==> src/rtl/esg_pkg.sv <==
// Package: shared constants and types of the device error signaling gate.
// Assumes the standard bit layout of the correctable and uncorrectable
// error status registers, since downstream status registers decode it.
package esg_pkg;

    localparam int ERR_W = 32;
    typedef logic [ERR_W-1:0] err_vec_t;

    // Supported bits of each class
    localparam err_vec_t UNC_SUPPORTED     = 32'h03FF_F030;
    localparam err_vec_t COR_SUPPORTED     = 32'h0000_F1C1;
    // Uncorrectable errors that are fatal when no severity register exists
    localparam err_vec_t UNC_DEFAULT_FATAL = 32'h0046_2030;

    localparam int UNC_UR_BIT       = 20;
    localparam int COR_ADVISORY_BIT = 13;

    // Device status set-pulse positions
    localparam int DSTA_W   = 4;
    localparam int DSTA_CED = 0;
    localparam int DSTA_NFD = 1;
    localparam int DSTA_FED = 2;
    localparam int DSTA_URD = 3;

    typedef enum logic [1:0] {
        SEV_COR      = 2'd0,
        SEV_NONFATAL = 2'd1,
        SEV_FATAL    = 2'd2
    } msg_sev_e;

    typedef struct packed {
        logic [DSTA_W-1:0] dsta;
        err_vec_t          corr_set;
        err_vec_t          unc_set;
        logic              log_req;
        logic              msg_valid;
        msg_sev_e          sev;
        logic              reject;
    } esg_result_t;

    typedef struct packed {
        logic en_corr;
        logic en_nonfatal;
        logic en_fatal;
        logic en_ur;
        logic serr_en;
    } esg_enables_t;

endpackage

==> src/rtl/esg_classify.sv <==
// Module: esg_classify
// Qualifies an incoming error code against the supported mask of its
// class, checks that exactly one bit remains, and classifies an
// uncorrectable error as fatal or non-fatal. HAS_SEV_REG selects the
// severity register or the built-in default table as the source of the
// fatal decision. Purely combinational.
module esg_classify
    import esg_pkg::*;
#(
    parameter bit HAS_SEV_REG = 1'b1
) (
    input  err_vec_t err_code,
    input  logic     is_corr,
    input  err_vec_t unc_sev,
    output err_vec_t code_q,
    output logic     code_ok,
    output logic     is_fatal,
    output logic     is_ur
);

    err_vec_t fatal_src;

    // Mask the code with the supported bits of its class
    always_comb code_q = err_code & (is_corr ? COR_SUPPORTED : UNC_SUPPORTED);

    // Exactly one bit must survive qualification
    always_comb code_ok = (code_q != '0) && ((code_q & (code_q - err_vec_t'(1))) == '0);

    // Pick the source of the fatal/non-fatal decision
    generate
        if (HAS_SEV_REG) begin : g_sev_reg
            always_comb fatal_src = unc_sev;
        end else begin : g_sev_table
            // The severity input is tied into a don't-care path so that it stays used
            always_comb fatal_src = UNC_DEFAULT_FATAL | (unc_sev & '0);
        end
    endgenerate

    // Classify the qualified uncorrectable error
    always_comb begin
        is_fatal = !is_corr && ((code_q & fatal_src) != '0);
        is_ur    = !is_corr && code_q[UNC_UR_BIT];
    end

endmodule

==> src/rtl/esg_decide.sv <==
// Module: esg_decide
// Walks the signaling flowchart for one qualified error: picks the
// correctable, advisory or uncorrectable path, forms the status set
// pulses and the log request, and applies the reporting enables to the
// outgoing message. Purely combinational; assumes inputs from
// esg_classify.
module esg_decide
    import esg_pkg::*;
(
    input  err_vec_t     code_q,
    input  logic         code_ok,
    input  logic         is_corr,
    input  logic         is_fatal,
    input  logic         is_ur,
    input  logic         adv_ok,
    input  err_vec_t     corr_mask,
    input  err_vec_t     unc_mask,
    input  esg_enables_t en,
    output esg_result_t  res
);

    localparam err_vec_t ADV_VEC = err_vec_t'(1) << COR_ADVISORY_BIT;

    logic     take_corr_path;
    logic     advisory;
    err_vec_t corr_bit;
    logic     corr_masked;
    logic     unc_masked;
    logic     ur_blocked_corr;
    logic     ur_blocked_unc;
    logic     unc_allowed;

    // Path selection and the masking terms shared by both paths
    always_comb begin
        advisory        = !is_corr && !is_fatal && adv_ok;
        take_corr_path  = is_corr || advisory;
        corr_bit        = is_corr ? code_q : ADV_VEC;
        corr_masked     = (corr_bit & corr_mask) != '0;
        unc_masked      = (code_q & unc_mask) != '0;
        ur_blocked_corr = is_ur && !en.en_ur;
        ur_blocked_unc  = is_ur && !en.en_ur && !en.serr_en;
        unc_allowed     = en.serr_en || (is_fatal ? en.en_fatal : en.en_nonfatal);
    end

    // Build the result for the selected path
    always_comb begin
        res = '0;
        if (!code_ok) begin
            res.reject = 1'b1;
        end else if (take_corr_path) begin
            res.dsta[DSTA_CED] = 1'b1;
            res.dsta[DSTA_URD] = is_ur;
            res.corr_set       = corr_bit;
            if (!corr_masked) begin
                if (advisory) begin
                    res.unc_set = code_q;
                    res.log_req = !unc_masked;
                end
                if (!ur_blocked_corr && en.en_corr) begin
                    res.msg_valid = 1'b1;
                    res.sev       = SEV_COR;
                end
            end
        end else begin
            res.dsta[DSTA_FED] = is_fatal;
            res.dsta[DSTA_NFD] = !is_fatal;
            res.dsta[DSTA_URD] = is_ur;
            res.unc_set        = code_q;
            if (!unc_masked) begin
                res.log_req = 1'b1;
                if (!ur_blocked_unc && unc_allowed) begin
                    res.msg_valid = 1'b1;
                    res.sev       = is_fatal ? SEV_FATAL : SEV_NONFATAL;
                end
            end
        end
    end

endmodule

==> src/rtl/err_signal_gate.sv <==
// Module: err_signal_gate (top)
// Takes one detected error per cycle through a valid/ready handshake and
// registers the decision of esg_classify/esg_decide as one-cycle pulses.
// Assumes the surrounding register files apply the set pulses and that
// the message consumer takes a message in the cycle it is valid.
module err_signal_gate
    import esg_pkg::*;
#(
    parameter bit HAS_SEV_REG = 1'b1
) (
    input  logic                 clk,
    input  logic                 rst_n,
    input  logic                 in_valid,
    output logic                 in_ready,
    input  logic [ERR_W-1:0]     err_code,
    input  logic                 err_is_corr,
    input  logic                 err_adv_ok,
    input  logic [ERR_W-1:0]     corr_mask,
    input  logic [ERR_W-1:0]     unc_mask,
    input  logic [ERR_W-1:0]     unc_sev,
    input  logic                 en_corr,
    input  logic                 en_nonfatal,
    input  logic                 en_fatal,
    input  logic                 en_ur,
    input  logic                 serr_en,
    output logic [DSTA_W-1:0]    dsta_set,
    output logic [ERR_W-1:0]     corr_sta_set,
    output logic [ERR_W-1:0]     unc_sta_set,
    output logic                 log_req,
    output logic                 msg_valid,
    output logic [1:0]           msg_sev,
    output logic                 reject
);

    err_vec_t     code_q;
    logic         code_ok;
    logic         is_fatal;
    logic         is_ur;
    esg_enables_t en;
    esg_result_t  res_d;
    esg_result_t  res_q;
    logic         accept;

    // Gather the enables into one bundle
    always_comb en = '{en_corr: en_corr, en_nonfatal: en_nonfatal,
                       en_fatal: en_fatal, en_ur: en_ur, serr_en: serr_en};

    // An event is taken when offered while ready
    always_comb accept = in_valid && in_ready;

    esg_classify #(.HAS_SEV_REG(HAS_SEV_REG)) classify_i (
        .err_code (err_code),
        .is_corr  (err_is_corr),
        .unc_sev  (unc_sev),
        .code_q   (code_q),
        .code_ok  (code_ok),
        .is_fatal (is_fatal),
        .is_ur    (is_ur)
    );

    esg_decide decide_i (
        .code_q    (code_q),
        .code_ok   (code_ok),
        .is_corr   (err_is_corr),
        .is_fatal  (is_fatal),
        .is_ur     (is_ur),
        .adv_ok    (err_adv_ok),
        .corr_mask (corr_mask),
        .unc_mask  (unc_mask),
        .en        (en),
        .res       (res_d)
    );

    // Ready rises in the first cycle after reset and stays high
    always_ff @(posedge clk) begin
        if (!rst_n) in_ready <= 1'b0;
        else        in_ready <= 1'b1;
    end

    // Register the decision for exactly one cycle per accepted event
    always_ff @(posedge clk) begin
        if (!rst_n || !accept) res_q <= '0;
        else                   res_q <= res_d;
    end

    // Drive the output ports from the registered result
    always_comb begin
        dsta_set     = res_q.dsta;
        corr_sta_set = res_q.corr_set;
        unc_sta_set  = res_q.unc_set;
        log_req      = res_q.log_req;
        msg_valid    = res_q.msg_valid;
        msg_sev      = res_q.sev;
        reject       = res_q.reject;
    end


    pulse_after_accept_chk: assert property (@(posedge clk) disable iff (!rst_n)
        (msg_valid || log_req || reject || dsta_set != '0) |-> $past(in_valid && in_ready));


    reject_alone_chk: assert property (@(posedge clk) disable iff (!rst_n)
        reject |-> (dsta_set == '0 && corr_sta_set == '0 && unc_sta_set == '0
                    && !log_req && !msg_valid));


    single_status_bit_chk: assert property (@(posedge clk) disable iff (!rst_n)
        $onehot0(corr_sta_set) && $onehot0(unc_sta_set));


    log_has_status_chk: assert property (@(posedge clk) disable iff (!rst_n)
        log_req |-> (unc_sta_set != '0));


    one_class_chk: assert property (@(posedge clk) disable iff (!rst_n)
        $countones(dsta_set[DSTA_FED:DSTA_CED]) <= 1);


    sev_quiet_chk: assert property (@(posedge clk) disable iff (!rst_n)
        !msg_valid |-> (msg_sev == 2'd0));

endmodule

==> config.mk <==
export PLATFORM = sky130hd
export DESIGN_NAME = err_signal_gate
export DESIGN_NICKNAME = d
export VERILOG_FILES = /design/src/rtl/esg_pkg.sv /design/src/rtl/esg_classify.sv /design/src/rtl/esg_decide.sv /design/src/rtl/err_signal_gate.sv
export SDC_FILE = /design/constraint.sdc
export NUM_CORES = 1
export LEC_CHECK = 0
export ABC_AREA = 1
export BUFFER_PORTS_ARGS = -buffer_cell sky130_fd_sc_hd__buf_2
export CAP_MARGIN = 25
export CORE_ASPECT_RATIO = 1.1
export CORE_UTILIZATION = 32
export CTS_CLUSTER_SIZE = 24
export DETAILED_ROUTE_END_ITERATION = 12
export GPL_TIMING_DRIVEN = 0
export PLACE_DENSITY = 0.65
export SETUP_SLACK_MARGIN = 0.4
export SYNTH_ARGS = -nofsm -noshare
export SYNTH_HDL_FRONTEND = slang
export SYNTH_HIERARCHICAL = 1
export SYNTH_SLANG_ARGS = --single-unit
==> constraint.sdc <==
create_clock -name clk -period 2.15 [get_ports clk]
set_input_delay 0.43 -clock clk [delete_from_list [all_inputs] [get_ports clk]]
set_output_delay 0.43 -clock clk [all_outputs]
set_load 0.005 [all_outputs]
### Word level (Yosys, flattened, before mapping)

Index checks and enable logic that the tools add are counted.

| operators by class | value |
|---|---|
| add/subtract/negate cells | 1 |
| bitwise gates (word level) | 7 |
| multiplexer cells | 13 |
| reduce and logical (&&, ||, !) cells | 30 |

Operator list:

| kind | number |
|---|---|
| $and 32x32->32 | 5 |
| $reduce_bool 32->1 | 4 |
| $mux 36 | 2 |
| $mux 33 | 2 |
| $logic_not 32->1 | 1 |
| $mux 32 | 1 |
| $sub 32x1->32 const B | 1 |
| $mux 26 | 1 |
| $logic_and 1x1->1 | 10 |
| $logic_not 1->1 | 9 |
| $mux 3 | 2 |
| $reduce_or 3->1 | 2 |
| $mux 4 | 1 |
| $logic_or 1x1->1 | 3 |
| $mux 1 | 3 |
| $mux 2 | 1 |
| $not 1->1 | 2 |
| $reduce_or 2->1 | 1 |

| storage, ports and cells | value |
|---|---|
| output and inout port bits | 74 |
| word-level logic and storage cells | 60 |
| input bits | 138 |
| register bits after elaboration | 74 |

### Longest topological paths before layout

| logic depth | value |
|---|---|
| word-level depth | 11 |
| depth in mapped cells | 21 |
| depth with buffers taken out | 20 |

### Cells and area by module

Netlist, hierarchy kept.

By module, submodules not included:

| module | cells an instance | area an instance (um^2) | instances | sequential area each (um^2) |
|---|---|---|---|---|
| err_signal_gate | 228 | 2117.0 | 1 | 1481.4 |
| esg_decide | 253 | 1132.3 | 1 | 0.0 |
| esg_classify | 168 | 879.6 | 1 | 0.0 |

### Least setup slack after synthesis

Ideal clock, no wire load.

| timing path | value |
|---|---|
| path kind | in2reg |
| from | in err_is_corr |
| to | reg res_q, in the netlist unc_sta_set[23] |
| cell stages on the path | 16 |
| required time | 2086 ps |
| setup time | 64 ps |
| arrival | 2082 ps |
| path buffers | 2 |
| path slack | 4 ps |
| path through | buf_6 nand2_2 nand2_4 nor2_4 nand2_2 nand3b_1 nand2_1 nand3_1 nor2_1 inv_1 nor2_1 o21ai_4 buf_6 nor2_2 inv_1 nor2_1 |

| between the ends | value |
|---|---|
| elaborated cells on any way between the ends | 23 |
| those cells by class | 1 x add/sub; 5 x mux; 5 x bitwise; 12 x reduce/logical |

RTL lines:

| element | line | text |
|---|---|---|
| from (decl) | err_signal_gate.sv:16 | `input logic err_is_corr,` |
| $mux 26 (*) | esg_classify.sv:24 | `always_comb code_q = err_code & (is_corr ? COR_SUPPORTED : UNC_SUPPORTED);` |
| $and 32x32->32 (*) | esg_classify.sv:24 |  |
| $sub 32x1->32 | esg_classify.sv:27 | `always_comb code_ok = (code_q != '0) && ((code_q & (code_q - err_vec_t'(1))) == '0);` |
| $and 32x32->32 | esg_classify.sv:27 |  |
| $logic_not 32->1 | esg_classify.sv:27 |  |
| $logic_and 1x1->1 (*) | esg_classify.sv:27 |  |
| via code_ok | err_signal_gate.sv:36 | `logic code_ok;` |
| $not 1->1 (no line) (*) | n/a |  |
| $reduce_or 2->1 (no line) (*) | n/a |  |
| to (signal assigned) | err_signal_gate.sv:83 | `else res_q <= res_d;` |
| to (decl) | err_signal_gate.sv:41 | `esg_result_t res_q;` |

Mark *: on every way through the listed nets, which the timed path passes. The rest lies on a longest branch.
A chain may end at the register's enable or synchronous reset.

### Worst setup path after layout

| timing path | value |
|---|---|
| from | in err_is_corr |
| to | reg res_q, in the netlist unc_sta_set[19] |

The elaborated chain is that of the path after synthesis.

==> metrics.yaml <==
synth:
  synth-seq-cells: 74
  synthFlopType: "dfxtp_1"
  synth_area_per_cell_um2: 6.36
  ys_seq_area_share_pct: 35.9
  syn_inst: 649
  synth-edff-count: 0
  yosysWarnings: 6
  synth_cell_types: 29
  async_reset_ff_share_pct: 0
  synth_area_um2: 4130
layout:
  final_common_cell: "buf_2"
  drive_gt1_share_pct: 42.8
  n_antenna_cell: 0
  mostFrequentLayoutCells: "buf_2, nor2_1, inv_1"
  fin_area_um2: 6330
  area_growth_pct: 53.4
  fillers: 1307
  final_net_count: 1031
  fin_util_pct: 50.3
timing:
  rsz0062_at_grt: "yes"
  fin_crit_ps: 2040
  fin_ws_ps: 112
  finalMaxSlewViolations: 0
  setup_violations: 0
  fmax_mhz: 491
  skew_ps: 6.07
  hold_violations: 0
  period_share_pct: 94.8
grt:
  grt_max_degree: 13
  track_usage_pct: 20.9
  grt_pass1_wl_um: 20300
  overflow: 0
  antenna_found_initial: 0
  grt_pass1_vias: 4002
clocking:
  path_clk_slew_ps: 50
  cts_root_buf: "clkbuf_16"
  numCtsBuffers: 9
  cts_sinks: 74
  cts_max_level: 3
  cts_buffer_depth: 2
  worstSkewPairLatency_ps: 340
  cts_tree: "built"
hold_path:
  hold_start: "rst_n"
  hp-class: "in -> reg"
  hold_depth: 1
  min_to: "in_ready"
setup_path:
  worstPathRequired_ps: 2420
  critPathLaunchType: "input port"
  worstSetupPathType: "in -> reg"
  path_max_fanout: 10
  r2r_slack_ps: 1210
  cp_slowest_cell: "o21ai_0"
  crit_top_cell: "nor2_4"
  r2r_end: "unc_sta_set[25]"
  cp.arrival_ps: 2310
  reg2reg_depth: 3
  max_stage_delay_ps: 210
  worstReg2RegStart: "in_ready"
  worstSetupStartpoint: "err_is_corr"
  cp-end-kind: "register"
  crit_chain: "buf_12 > clkbuf_16 > nand2_8 > nand2_4 > nor2_4 > nand3_2 > o21ai_0 > nand3_2 > nor2_4 > inv_2 > nor2_4 > o21ai_4 > buf_8 > nor2_2 > inv_1 > nor2_1"
place:
  post-dp-hpwl_um: 11000
  dpl_cell_area_um2: 5360
  pre_cts_ws_ps: -638
  portBuffers: 187
  gp_congestion: 0.882
routing:
  vias: 4502
  detail_route.vias_per_cell: 4.27
  ant_nets: 0
  firstDrtPassIters: 4
  drc_errors: 0
  routed_wl_um: 14200
  drtIter0Drc: 152
  detail_route.wl_per_cell_um: 13.4
pwr:
  leakage_nw: 3.16
  irDropWorstVdd_v: 0.000368
  finalPower_mw: 3.54
  power_density_nw_per_um2: 559
run_status:
  status: "finished, final reports clean"
floorplanning:
  start_util_pct: 32.8
  die_width_um: 110
  fp-row-count: 43
  core_area_um2: 12600
  fp.dieArea_um2: 13400
  io_pins: 212
  die_h_um: 121
run:
  max-cap-violations: 0
-- where the power goes --
group / total (mW) / switching [mW] / leakage (nW) / internal (mW)
Clock: 1.59 / 0.572 / 0.153 / 1.01
Combinational: 0.578 / 0.333 / 2.41 / 0.245
Sequential: 1.37 / 0.00106 / 0.596 / 1.37
-- registers in the layout, indices dropped and copies added, names as in the netlist --
| name | cells |
|---|---|
| unc_sta_set | 32 |
| log_req | 1 |
| dsta_set | 4 |
| reject | 1 |
| msg_sev | 2 |
| in_ready | 1 |
| msg_valid | 1 |
| corr_sta_set | 32 |
-- kinds of logic after synthesis --
group,Yosys count,synth area share (%)
AOI/OAI and AO/OA,23,3.82
other,1,0.0908
buffers and inverters,174,19.5
DFF,74,35.9
and+or+nand+nor,377,40.7
-- critical path, delay by kind of cell --
kind	cells	cell delay, ps
compound gates	2	330
buf+inv	5	580
simple gates	9	940
-- metal layers --
metal | global-route usage, % | up-vias | share of wire, %
met4 | 7.40 | 0 | 2.1
met2 | 36.7 | 145 | 52
met5 | 0 | - | 0
met1 | 24.6 | 1992 | 41
met3 | 4.19 | 16 | 5.2
li1 | - | 2349 | -
-- stage by stage --
| step | setup TNS [ps] | cells | hold WS [ps] |
|---|---|---|---|
| floorplan | 0 | 660 | 458 |
| CTS | 0 | 1038 | 237 |
| global route | -90.3 | 1055 | 227 |
| global placement | -19830 | 1004 | 573 |
| detailed placement | -19460 | 1004 | 577 |
| finish | 0 | 1055 | 240 |
-- worst max-delay path by stage --
stage,end,slack [ps],depth (start not counted)
after CTS,msg_sev[0],120,16
after global placement,msg_valid,-640,20
final,unc_sta_set[19],110,16
after floorplan,unc_sta_set[23],140,17
after global routing,unc_sta_set[19],-20,18
after detailed placement,msg_sev[0],-640,13
-- final cells by class --
type / count / area, µm² / area share [%]
clock inverter: 5 / 78.8 / 1.24
inverter: 139 / 552 / 8.71
multi-input combinational: 412 / 2190 / 34.6
tap: 157 / 196 / 3.10
sequential: 74 / 1480 / 23.4
timing repair buffer: 222 / 1260 / 19.9
buffer: 35 / 343 / 5.41
clock buffer: 11 / 233 / 3.67
-- synthesized netlist by cell type, types with 2 or more instances --
| cell | instances | share of area [%] |
|---|---|---|
| nand2_4 | 7 | 1.9 |
| nand2_1 | 134 | 12 |
| buf_4 | 21 | 3.8 |
| inv_1 | 134 | 12 |
| dfxtp_1 | 74 | 36 |
| a211oi_1 | 4 | 0.73 |
| nand3_1 | 32 | 3.9 |
| inv_2 | 5 | 0.45 |
| nand2_2 | 5 | 0.76 |
| nor3_1 | 2 | 0.24 |
| nor2_2 | 34 | 5.2 |
| nand4_1 | 6 | 0.91 |
| nor2_1 | 149 | 14 |
| o21ai_1 | 3 | 0.36 |
| o21ai_2 | 3 | 0.64 |
| buf_6 | 9 | 2.5 |
| o21ai_0 | 8 | 0.97 |
| nor2_4 | 4 | 1.1 |
| buf_2 | 5 | 0.61 |
-- what timing repair did --
item / 4_1_cts / 5_1_grt
pin swaps: 22 / 29
buffers inserted: 16 / 16
hold buffers: 0 / 0
endpoints found under the setup margin: 47 / 49
gates resized for setup: 50 / 52
hold endpoints to repair: 0 / 0
cloned: 2 / 1
No activity file was read; power rests on OpenSTA's default activity.
